## config.mk

```make
export PLATFORM = sky130hd
export DESIGN_NAME = rail_supervisor_seq
export DESIGN_NICKNAME = d
export VERILOG_FILES = /design/src/rtl/rail_supervisor_seq.sv
export SDC_FILE = /design/constraint.sdc
export NUM_CORES = 1
export LEC_CHECK = 0
export ABC_CLOCK_PERIOD_IN_PS = 4200
export BUFFER_PORTS_ARGS = -buffer_cell sky130_fd_sc_hd__buf_2
export CORE_MARGIN = 1
export CORE_UTILIZATION = 35
export CTS_BUF_LIST = sky130_fd_sc_hd__clkbuf_4 sky130_fd_sc_hd__clkbuf_8
export CTS_CLUSTER_DIAMETER = 150
export DETAILED_ROUTE_END_ITERATION = 16
export PLACE_DENSITY = 0.53
export SYNTH_ARGS = -nofsm -noshare
export SYNTH_HDL_FRONTEND = slang
export SYNTH_SLANG_ARGS = --single-unit
```

## constraint.sdc

```tcl
create_clock -name clk -period 4.2 [get_ports clk]
set_clock_uncertainty 0.1 [all_clocks]
set_input_delay 0.63 -clock clk [delete_from_list [all_inputs] [get_ports clk]]
set_output_delay 0.63 -clock clk [all_outputs]
set_load 0.03 [all_outputs]
```

## src/rtl/rail_supervisor_seq.sv

```systemverilog
module rail_supervisor_seq #(
  parameter int NCHK = 3,
  parameter int TW = 16,
  parameter bit OV_LATCH_EN = 1'b1,
  parameter bit DIS_EN = 1'b1
) (
  input  logic          clk,
  input  logic          rst_n,
  input  logic [3:0]    hi_below,
  input  logic [3:0]    lo_above,
  input  logic [1:0]    pol_sel,
  input  logic [TW-1:0] hold_cycles,
  input  logic          bypass,
  input  logic          ov_clear,
  input  logic          dis,
  input  logic          lockout,
  output logic          uv_n,
  output logic          ov_n
);
  localparam int NR = 4;
  localparam int NF = 2 * NR;
  localparam int CW = $clog2(NCHK + 1);

  logic [NF-1:0] raw, filt;
  assign raw = {lo_above, hi_below};

  for (genvar i = 0; i < NF; i++) begin : g_flt
    logic [CW-1:0] cnt;
    logic          f;
    always_ff @(posedge clk or negedge rst_n) begin
      if (!rst_n) begin
        cnt <= '0;
        f   <= 1'b0;
      end else if (raw[i] == f) begin
        cnt <= '0;
      end else if (cnt == CW'(NCHK - 1)) begin
        f   <= raw[i];
        cnt <= '0;
      end else begin
        cnt <= cnt + 1'b1;
      end
    end
    assign filt[i] = f;
  end

  logic [NR-1:0] neg, hi_f, lo_f;
  assign neg  = {~pol_sel[1], pol_sel == 2'b00, 2'b00};
  assign hi_f = filt[NR-1:0];
  assign lo_f = filt[NF-1:NR];

  logic uv_any, ov_any, dis_act, latch_hold;
  assign uv_any     = |((hi_f & ~neg) | (lo_f & neg));
  assign ov_any     = |((lo_f & ~neg) | (hi_f & neg));
  assign dis_act    = DIS_EN && dis;
  assign latch_hold = OV_LATCH_EN && !ov_clear;

  logic          uv_asrt, uv_run;
  logic [TW-1:0] uv_cnt;

  always_ff @(posedge clk or negedge rst_n) begin
    if (!rst_n) begin
      uv_asrt <= 1'b1;
      uv_run  <= 1'b0;
      uv_cnt  <= '0;
    end else if (lockout) begin
      uv_asrt <= 1'b1;
      uv_run  <= 1'b0;
    end else if (dis_act) begin
      uv_asrt <= 1'b0;
      uv_run  <= 1'b0;
    end else if (uv_any) begin
      uv_asrt <= 1'b1;
      uv_run  <= 1'b0;
    end else if (uv_asrt) begin
      if (bypass || (!uv_run && hold_cycles == '0)) begin
        uv_asrt <= 1'b0;
        uv_run  <= 1'b0;
      end else if (!uv_run) begin
        uv_run <= 1'b1;
        uv_cnt <= hold_cycles;
      end else if (uv_cnt == TW'(1)) begin
        uv_asrt <= 1'b0;
        uv_run  <= 1'b0;
      end else begin
        uv_cnt <= uv_cnt - 1'b1;
      end
    end
  end

  logic          ov_asrt, ov_lat, ov_run;
  logic [TW-1:0] ov_cnt;

  always_ff @(posedge clk or negedge rst_n) begin
    if (!rst_n) begin
      ov_asrt <= 1'b0;
      ov_lat  <= 1'b0;
      ov_run  <= 1'b0;
      ov_cnt  <= '0;
    end else if (lockout || dis_act) begin
      ov_asrt <= 1'b0;
      ov_lat  <= 1'b0;
      ov_run  <= 1'b0;
    end else if (ov_any) begin
      ov_asrt <= 1'b1;
      ov_run  <= 1'b0;
      if (latch_hold) ov_lat <= 1'b1;
    end else if (ov_asrt) begin
      if (latch_hold) begin
        ov_lat <= 1'b1;
        ov_run <= 1'b0;
      end else if (ov_lat || bypass || (!ov_run && hold_cycles == '0)) begin
        ov_asrt <= 1'b0;
        ov_lat  <= 1'b0;
        ov_run  <= 1'b0;
      end else if (!ov_run) begin
        ov_run <= 1'b1;
        ov_cnt <= hold_cycles;
      end else if (ov_cnt == TW'(1)) begin
        ov_asrt <= 1'b0;
        ov_run  <= 1'b0;
      end else begin
        ov_cnt <= ov_cnt - 1'b1;
      end
    end
  end

  assign uv_n = ~uv_asrt;
  assign ov_n = ~ov_asrt;

  p_uv_fault_r4: assert property (@(posedge clk) disable iff (!rst_n)
    (uv_any && !lockout && !dis_act) |=> !uv_n);
  p_hold_run_r5: assert property (@(posedge clk) disable iff (!rst_n)
    (uv_run || ov_run) |-> ((!uv_run || uv_cnt != '0) && (!ov_run || ov_cnt != '0)));
  p_bypass_r6: assert property (@(posedge clk) disable iff (!rst_n)
    (bypass && !uv_any && !lockout) |=> uv_n);
  p_ov_cause_r7: assert property (@(posedge clk) disable iff (!rst_n)
    $fell(ov_n) |-> $past(ov_any));
  p_latch_keep_r8: assert property (@(posedge clk) disable iff (!rst_n)
    (!ov_n && latch_hold && !lockout && !dis_act) |=> !ov_n);
  p_lockout_r9: assert property (@(posedge clk) disable iff (!rst_n)
    lockout |=> (!uv_n && ov_n));
  p_disable_r10: assert property (@(posedge clk) disable iff (!rst_n)
    (dis_act && !lockout) |=> (uv_n && ov_n));
endmodule

```

==> results.cfg <==
[run_status]
outcome = finished, final reports clean

[setup_path]
r2r-end = ov_cnt[9]$_DFFE_PN0P_
crit_slowest_cell = or3_1
worst_setup_path_start_kind = input port
cp.arrival_ns = 2.82
crit_chain = buf_2 > nor4_1 > nand4_1 > nor2_1 > or3_1 > mux2i_1 > o211ai_1
r2r_cells = 6
required_ns = 4.29
rrSetupSlack_ns = 1.48
worst_r2r_startpoint = ov_cnt[12]$_DFFE_PN0P_
cp_num_buf_inv = 1
cp-end-kind = flop
cpLargestDelayFamily = simple AND/OR/NAND/NOR gates
crit_type = input port to flop
slowest_delay_ns = 0.76
cp_max_fo = 23

[grt]
grt_remaining_overflow = 0
first_global_vias = 2988
grt_max_degree = 43
antenna_found_initial = 0
grt_first_pass_wirelength_um = 14500
grt_usage = 0.184

[floorplan]
num_io_pins = 34
die_y_um = 101
die_w_um = 101
initial_core_util = 0.367
row_count = 35
fp.dieArea_mm2 = 0.0103
core_mm2 = 0.00942

[placement]
port_buffers = 33
hpwl_um = 6100
dp_cells = 524
gp_congestion = 0.782

[logic_synthesis]
synth-seq-area-share = 0.442
synth-seq-cells = 61
synthCells = 373
syn_avg_cell_area_um2 = 9.26
synth_nets = 409
syn_area_mm2 = 0.00345
synthArstFlopShare = 1.00
synth_edf_count = 0
synthFlopType = dfrtp_1
ys_types = 59
yosys_warnings = 0

[drt]
wl_um = 8680
drtPass1Iterations = 4
first_iter_violations = 154
wl_per_cell_um = 16.1
drtAntennaViolNets = 0
vias = 2977
drc_errors = 0
via_per_inst = 5.51

[clock_network]
ctsResizeCount = 0
cts-root-buf = clkbuf_8
cts_tree = yes
cts-buffers-inserted = 9
path_clk_slew_ns = 0.08
cts_sinks = 61
h-tree-depth = 3
clockBufferDepth = 2
clkLatencyLatePin_ns = 0.35
post_cts.repair.setup_buffers = 0
hold_buffers = 0

[min_path]
hold_path_class = input port to asynchronous set/reset pin

[sta]
post-route-min-period_ns = 2.73
worstMarginPinSlew_ns = 1.07
fmax_mhz = 367
drv_slew = 0
fin_crit_sh = 0.649
finalHoldViolCount = 0
max_slew_margin = 0.286
setup_violations = 0
rsz0062_at_grt = false
tns_ns = 0

[cells_and_area]
diodes = 0
drive_above_1_share = 0.182
area_growth_pct = 13.3
finalNetCount = 442
layout_common_cells = dfrtp_1, nand2_1, buf_2
final_cells = 540
layout_commonest_cell = dfrtp_1

[run]
maxCapViolCount = 0

[power_and_ir_drop]
power.leakage_nw = 1.58
p_per_area_mw_per_mm2 = 527
ir_worst_vdd_mv = 0.267
finalPower_w = 0.00206
==> how the worst max path moves through the flow <==
| stage | start | endpoint | slack, ns | cells after the start |
|---|---|---|---|---|
| finish | hold_cycles[3] | ov_cnt[9]$_DFFE_PN0P_ | 1.47 | 7 |
| global route | ov_cnt[12]$_DFFE_PN0P_ | ov_cnt[9]$_DFFE_PN0P_ | 1.21 | 6 |
| CTS | ov_cnt[12]$_DFFE_PN0P_ | ov_cnt[7]$_DFFE_PN0P_ | 1.45 | 6 |
| detailed placement | hold_cycles[3] | ov_cnt[11]$_DFFE_PN0P_ | 1.12 | 7 |
| global placement | hold_cycles[3] | ov_cnt[13]$_DFFE_PN0P_ | 1.08 | 7 |
| floorplan | pol_sel[1] | ov_cnt[13]$_DFFE_PN0P_ | 2.07 | 8 |
==> sequential cells by signal, summed over array words and instances, names as in the netlist <==
signal     cells
uv_run         1
uv_cnt        16
ov_lat         1
ov_cnt        16
uv_asrt        1
g_flt.cnt     16
ov_asrt        1
ov_run         1
g_flt.f        8
==> stage by stage <==
step | instance area [um^2] | setup slack (ns) | util | hold WS (ns)
after floorplan | 3450 | 2.07 | - | 0.234
after global placement | 3730 | 1.08 | 0.397 | 0.330
after detailed placement | 3730 | 1.12 | 0.397 | 0.339
after CTS | 3910 | 1.45 | 0.416 | 0.351
after global routing | 3910 | 1.21 | 0.416 | 0.369
final | 3910 | 1.47 | 0.416 | 0.347
==> synthesized netlist by cell type (8+ instances only) <==
library cell	number	area share
inv_1	11	0.012
nor2_1	26	0.028
nor4_1	12	0.022
nor3b_1	8	0.017
a21oi_1	19	0.028
nor3_1	24	0.035
mux2i_1	8	0.023
o211ai_1	9	0.020
dfrtp_1	60	0.43
nand2_1	34	0.037
o21ai_0	17	0.025
mux2_2	8	0.026
nand2b_1	13	0.024
xnor2_1	8	0.020
nand3_1	18	0.026
==> per-layer routing <==
layer / vias to the layer above / part of all wire / global-route usage
met4: 0 / 0.014 / 0.0658
met5: - / 0 / 0
met2: 64 / 0.48 / 0.299
li1: 1453 / - / -
met3: 9 / 0.043 / 0.0497
met1: 1451 / 0.46 / 0.235
==> power breakdown <==
group	switching [W]	internal [W]
combinational	0.000278	0.000283
sequential	0.000227	0.000793
clock	0.000257	0.000224
==> kinds of logic (layout without fill, tap and decap cells) <==
group / after synthesis / count (layout) / synth area share
AO/OA/AOI/OAI: 88 / 88 / 0.172
XOR/XNOR: 8 / 8 / 0.0203
adder cells (fa/ha/maj): 4 / 4 / 0.0145
buffers and inverters: 27 / 65 / 0.0362
flip-flops: 61 / 61 / 0.442
multiplexers: 16 / 16 / 0.0493
AND/OR/NAND/NOR: 169 / 169 / 0.266
==> final cells by class <==
cell class              instances  area, um^2
clock buffers                  10         131
clock inverters                 6        48.8
fillers                       962        5500
inverters                      11        41.3
multi-input cells             285        1800
flip-flops and latches         61        1530
well taps                     129         161
repair buffers                 38         203
Note: power is estimated with default switching activity, not from simulation.
